===== src/rtl/rtc_ctrl_pkg.sv =====
package rtc_ctrl_pkg;

  // control byte bit positions
  localparam int unsigned CB_OSC_OFF = 7;
  localparam int unsigned CB_RATE_LO = 3;
  localparam int unsigned CB_STEER   = 2;
  localparam logic [7:0]  CTRL_RESET = 8'h18;
  localparam logic [7:0]  CTRL_MASK  = 8'hBF;

  // status byte bit positions (flags sit at bit index = alarm index)
  localparam int unsigned SB_EXTCLK = 2;

  localparam logic SEL_CTRL = 1'b0;
  localparam logic SEL_STAT = 1'b1;

  typedef struct packed {
    logic       oscRun;
    logic [1:0] rateSel;
    logic       intSteer;
    logic       extClk;
    logic       irq1;
    logic       irq2;
  } ctl_strobe_t;

endpackage


===== src/rtl/rtc_ctrl_regs.sv =====
module rtc_ctrl_regs
  import rtc_ctrl_pkg::*;
#(
  parameter int unsigned NUM_ALARMS = 2
) (
  input  logic                  clk,
  input  logic                  rstN,
  input  logic                  regSel,
  input  logic                  regWe,
  input  logic [7:0]            regWdata,
  input  logic [NUM_ALARMS-1:0] matchIn,
  output logic [7:0]            regRdata,
  output ctl_strobe_t           strb,
  output logic [NUM_ALARMS-1:0] flagQ
);

  logic [7:0] ctrlQ;
  logic       extClkQ;
  logic       wrCtrl;
  logic       wrStat;

  assign wrCtrl = regWe && (regSel == SEL_CTRL);
  assign wrStat = regWe && (regSel == SEL_STAT);

  always_ff @(posedge clk) begin
    if (!rstN) begin
      ctrlQ   <= CTRL_RESET;
      extClkQ <= 1'b0;
    end else begin
      if (wrCtrl) ctrlQ <= regWdata & CTRL_MASK;
      if (wrStat) extClkQ <= regWdata[SB_EXTCLK];
    end
  end

  // one flag per alarm: a match sets, a written 0 clears, set wins
  genvar gi;
  for (gi = 0; gi < NUM_ALARMS; gi++) begin : g_flag
    logic clrReq;
    assign clrReq = wrStat && !regWdata[gi];
    always_ff @(posedge clk) begin
      if (!rstN) flagQ[gi] <= 1'b0;
      else       flagQ[gi] <= matchIn[gi] | (flagQ[gi] & ~clrReq);
    end
  end

  always_comb begin
    regRdata = 8'h00;
    if (regSel == SEL_CTRL) begin
      regRdata = ctrlQ;
    end else begin
      regRdata[SB_EXTCLK]     = extClkQ;
      regRdata[NUM_ALARMS-1:0] = flagQ;
    end
  end

  assign strb.oscRun   = !ctrlQ[CB_OSC_OFF];
  assign strb.rateSel  = ctrlQ[CB_RATE_LO+1:CB_RATE_LO];
  assign strb.intSteer = ctrlQ[CB_STEER];
  assign strb.extClk   = extClkQ;
  assign strb.irq1     = flagQ[0] & ctrlQ[0];
  assign strb.irq2     = flagQ[1] & ctrlQ[1];

endmodule


===== src/rtl/rtc_ctrl_dp.sv =====
module rtc_ctrl_dp
  import rtc_ctrl_pkg::*;
#(
  parameter int unsigned DIV_W  = 16,
  parameter int unsigned TAP_8K = 2,
  parameter int unsigned TAP_4K = 3
) (
  input  logic        clk,
  input  logic        rstN,
  input  logic        oscEdge,
  input  ctl_strobe_t strb,
  output logic        pinA,
  output logic        pinAOe,
  output logic        pinB,
  output logic        divIdle
);

  localparam int unsigned TAP_32K = 0;
  localparam int unsigned TAP_1HZ = DIV_W - 1;

  logic [DIV_W-1:0] divQ;
  logic             sqw;
  logic             aActive;

  always_ff @(posedge clk) begin
    if (!rstN)            divQ <= '0;
    else if (!strb.oscRun) divQ <= '0;
    else if (oscEdge)     divQ <= divQ + 1'b1;
  end

  assign divIdle = (divQ == '0);

  always_comb begin
    unique case (strb.rateSel)
      2'b11:   sqw = divQ[TAP_32K];
      2'b10:   sqw = divQ[TAP_8K];
      2'b01:   sqw = divQ[TAP_4K];
      default: sqw = divQ[TAP_1HZ];
    endcase
  end

  always_comb begin
    unique case ({strb.intSteer, strb.extClk})
      2'b00: begin pinAOe = 1'b1; aActive = strb.irq1 | strb.irq2; pinB = sqw; end
      2'b01: begin pinAOe = 1'b0; aActive = 1'b0; pinB = sqw; end
      2'b10: begin pinAOe = 1'b1; aActive = strb.irq1; pinB = ~strb.irq2; end
      default: begin pinAOe = 1'b0; aActive = 1'b0; pinB = ~(strb.irq1 | strb.irq2); end
    endcase
    pinA = ~aActive;
  end

endmodule


===== src/rtl/rtc_ctrl_steer.sv =====
module rtc_ctrl_steer
  import rtc_ctrl_pkg::*;
#(
  parameter int unsigned DIV_W = 16
) (
  input  logic       clk,
  input  logic       rstN,
  input  logic       regSel,
  input  logic       regWe,
  input  logic [7:0] regWdata,
  output logic [7:0] regRdata,
  input  logic       alarm1Match,
  input  logic       alarm2Match,
  input  logic       oscEdge,
  output logic       pinA,
  output logic       pinAOe,
  output logic       pinB
);

  ctl_strobe_t strb;
  logic [1:0]  flagQ;
  logic        divIdle;

  rtc_ctrl_regs #(.NUM_ALARMS(2)) regs_i (
    .clk(clk), .rstN(rstN), .regSel(regSel), .regWe(regWe),
    .regWdata(regWdata), .matchIn({alarm2Match, alarm1Match}),
    .regRdata(regRdata), .strb(strb), .flagQ(flagQ)
  );

  rtc_ctrl_dp #(.DIV_W(DIV_W)) dp_i (
    .clk(clk), .rstN(rstN), .oscEdge(oscEdge), .strb(strb),
    .pinA(pinA), .pinAOe(pinAOe), .pinB(pinB), .divIdle(divIdle)
  );

endmodule


===== config.mk =====
export PLATFORM = sky130hd
export DESIGN_NAME = rtc_ctrl_steer
export DESIGN_NICKNAME = d
export VERILOG_FILES = /design/src/rtl/rtc_ctrl_pkg.sv /design/src/rtl/rtc_ctrl_regs.sv /design/src/rtl/rtc_ctrl_dp.sv /design/src/rtl/rtc_ctrl_steer.sv
export SDC_FILE = /design/constraint.sdc
export NUM_CORES = 1
export LEC_CHECK = 0
export BUFFER_PORTS_ARGS = -buffer_cell sky130_fd_sc_hd__buf_2
export CORE_MARGIN = 2
export CORE_UTILIZATION = 53
export DETAILED_ROUTE_END_ITERATION = 12
export PLACE_DENSITY = 0.84
export REMOVE_ABC_BUFFERS = 1
export SLEW_MARGIN = 20
export SYNTH_ARGS = -nofsm -noshare
export SYNTH_HDL_FRONTEND = slang
export SYNTH_SLANG_ARGS = --single-unit
export TNS_END_PERCENT = 20

===== constraint.sdc =====
create_clock -name clk -period 1.7 [get_ports clk]
set_clock_uncertainty 0.1 [all_clocks]
set_input_delay 0.17 -clock clk [delete_from_list [all_inputs] [get_ports clk]]
set_output_delay 0.17 -clock clk [all_outputs]
set_load 0.02 [all_outputs]

==> impl_metrics.yaml <==
run_status:
  outcome: "complete, but fails checks"
  failed_checks: "negative setup slack"
drt:
  first_iteration_detailed_routing_drc_count: 14
  met2_wirelength_um: 1310
  routedLengthMet1_um: 1090
  via_count: 1086
  dr_drc_count: 0
  drt_pre_antenna_iters: 4
  antenna_violating_nets_post_route: 0
  routed_via_density: 5.43
  wirelength_um: 2580
  route.top_layer_used: "met4"
  met3WireLength_um: 96
  route.detailed.wl_per_inst_um: 12.9
placed_design:
  gp_congestion: 0.796
  placement.io_buffers: 23
  dp_hpwl_um: 1820
timing:
  finalSetupViolations: 1
  final.setup.worst_slack_ps: -153
  finalCriticalPeriod_ps: 1850
  period_share_pct: 109
  max_freq_ghz: 0.540
  unrepaired_setup_endpoints_after_global_routing: "yes"
  final_hold_violations: 0
  final_number_of_max_transition_violations: 0
cells_and_area:
  multi_input_gate_area_in_the_final_layout_um2: 706
  layout_commonest_cell: "sky130_fd_sc_hd__nand2_1"
  nFillCells: 186
  sequential_cell_area_um2: 531
  mostFrequentLayoutCells: "sky130_fd_sc_hd__nand2_1, sky130_fd_sc_hd__dfxtp_1, sky130_fd_sc_hd__buf_2"
  flow.area_growth_from_synthesis_pct: 19.8
  finalNetCount: 190
  final_core_utilization_pct: 68.2
  layout_cells_sized_above_1_pct: 26.2
  num_antenna_cells: 0
pwr:
  power_density_mw_per_mm2: 682
  fin_total_pwr_w: 0.00104
  vdd_drop_max_mv: 0.681
  leakagePower_nw: 0.639
setup_path:
  crit_family: "multiplexers"
  critical_path_depth: 3
  worst-endpoint-arrival_ps: 1580
  worst-path-max-fanout: 2
  worst_path_largest_cell_delay_ps: 490
  rr_worst_depth: 5
  crit_type: "flop to primary output"
  crit_path_end_kind: "primary output"
  reg2reg_from: "dp_i.divQ[3]"
  worst_setup_path_startpoint: "regs_i.ctrlQ[3]"
  cp.buffers_inverters: 1
  cp_data_required_time_ps: 1430
  critical_path_cell_sequence: "mux4_2, mux2_4, buf_6"
  cp-start-kind: "flop"
  slowest_stage: "sky130_fd_sc_hd__mux4_2"
clock_network:
  cts-htree-levels: 1
  ctsRootBufferMaster: "sky130_fd_sc_hd__clkbuf_4"
  clk_transition_reported_paths_ps: 130
  cts_max_path_buffers: 2
  cts-buffers-inserted: 3
  tritoncts: "built"
  clk_latency_ps: 310
  clkSinkCount: 26
yosys:
  synth-edff-count: 0
  asyncSetResetFlopFracSynth_pct: 0
  post_synth.cell_area_avg_um2: 8.96
  synth_warnings: 0
  yosysUniqueCellTypes: 36
  synth-main-ff-cell: "sky130_fd_sc_hd__dfxtp_1"
  synth_seq_cells: 26
  syn_inst: 142
  synth_sequential_area_ratio_pct: 40.9
  synth.cell_area_mm2: 0.00127
die:
  die_area_mm2: 0.00281
  num_rows: 17
  die_height_um: 53
  pin_count: 26
  placeableCoreArea_mm2: 0.00223
  initial_utilization_pct: 57.0
  die_w_um: 53
global_route:
  antenna_found_initial: 0
  grt_first_pass_wirelength_um: 4180
  grt_usage_pct: 20.7
  grt_start_max_net_pins: 14
  grt_pass1_vias: 1026
  grt-ovfl-total: 0
hold_path:
  min-delay-start: "regWdata[2]"
  hold_path.class: "input port to flop"
  whs_path_depth: 3
flow_run:
  timing.max_cap.violations: 0
## layer usage
metal,vias to the layer above,GRT usage (%)
li1,543,-
met1,503,20.7
met2,31,39.6
met3,9,3.67
met4,0,11.5
met5,-,0
## worst register-to-register path: cells and delay by family (launching register included)
kind	cells	cell delay [ps]
DFF	1	370
buffers and inverters	1	140
and+or+nand+nor	2	520
AOI/OAI and AO/OA	2	350
## power by group
part / total [W] / internal (W) / switching, W
combinational: 0.000152 / 0.0000738 / 0.0000784
sequential: 0.000641 / 0.000625 / 0.0000156
clock: 0.000247 / 0.0000830 / 0.000164
total: 0.00104 / 0.000782 / 0.000258
## repair_timing
action	CTS	global route
hold buffers	6	0
setup buffers	3	0
endpoints found under the hold margin	6	0
pin swaps	0	1
endpoints found under the setup margin	1	2
gates resized for setup	10	0
## layout make-up
cell class | count | share of cell area [%]
tap | 28 | 2.30
sequential | 26 | 34.8
timing repair buffer | 33 | 13.9
inverter | 5 | 1.23
clock buffer | 3 | 1.48
multi-input combinational | 105 | 46.3
## cells in the mapped netlist (2+ instances only)
master | number | area share [%]
sky130_fd_sc_hd__dfxtp_1 | 26 | 41
sky130_fd_sc_hd__nand2_1 | 25 | 7.4
sky130_fd_sc_hd__nor2_1 | 13 | 3.8
sky130_fd_sc_hd__a21boi_0 | 6 | 3.5
sky130_fd_sc_hd__nor2b_1 | 6 | 3.0
sky130_fd_sc_hd__xnor2_1 | 6 | 4.1
sky130_fd_sc_hd__inv_1 | 5 | 1.5
sky130_fd_sc_hd__nand3_1 | 5 | 2.0
sky130_fd_sc_hd__o21a_1 | 5 | 3.0
sky130_fd_sc_hd__xor2_1 | 5 | 3.4
sky130_fd_sc_hd__clkbuf_1 | 4 | 1.2
sky130_fd_sc_hd__mux2_2 | 4 | 3.5
sky130_fd_sc_hd__nand4_1 | 4 | 2.0
sky130_fd_sc_hd__a21oi_1 | 2 | 0.79
sky130_fd_sc_hd__and4_1 | 2 | 1.4
sky130_fd_sc_hd__nand2b_1 | 2 | 0.98
sky130_fd_sc_hd__nor3_1 | 2 | 0.79
sky130_fd_sc_hd__o21ai_0 | 2 | 0.79
## final timing paths
path	slack [ps]	end
hold / removal	10	regs_i.ctrlQ[2]
hold reg to reg	360	regs_i.ctrlQ[5]
setup / recovery	-150	pinB
setup reg to reg	130	dp_i.divQ[13]
## registers in the layout (all words and copies together), names as in the netlist
signal          cells
dp_i.divQ          16
regs_i.ctrlQ        7
regs_i.extClkQ      1
regs_i.flagQ        2
## logic make-up (layout without fill, tap and decap cells)
group	Yosys count	count (layout)	synth area share (%)
fa+ha+maj	1	1	0.983
buf+inv	11	41	3.64
compound gates	19	19	10.7
simple gates	67	67	29.5
flops	26	26	40.9
other cells	1	1	0.295
xor+xnor	11	11	7.57
mux	6	6	6.39
## metrics by stage
step	instance area (um^2)	setup slack, ps	hold WS (ps)	cells	setup TNS, ps
3_3_place_gp	1400	120	281	188	0
5_1_grt	1520	-209	5.44	200	-209
3_5_place_dp	1400	86.3	289	188	0
2_1_floorplan	1240	199	142	136	0
4_1_cts	1520	-159	5.53	200	-159
6_report	1520	-153	13.7	200	-153
No activity file was read; power rests on OpenSTA's default activity.
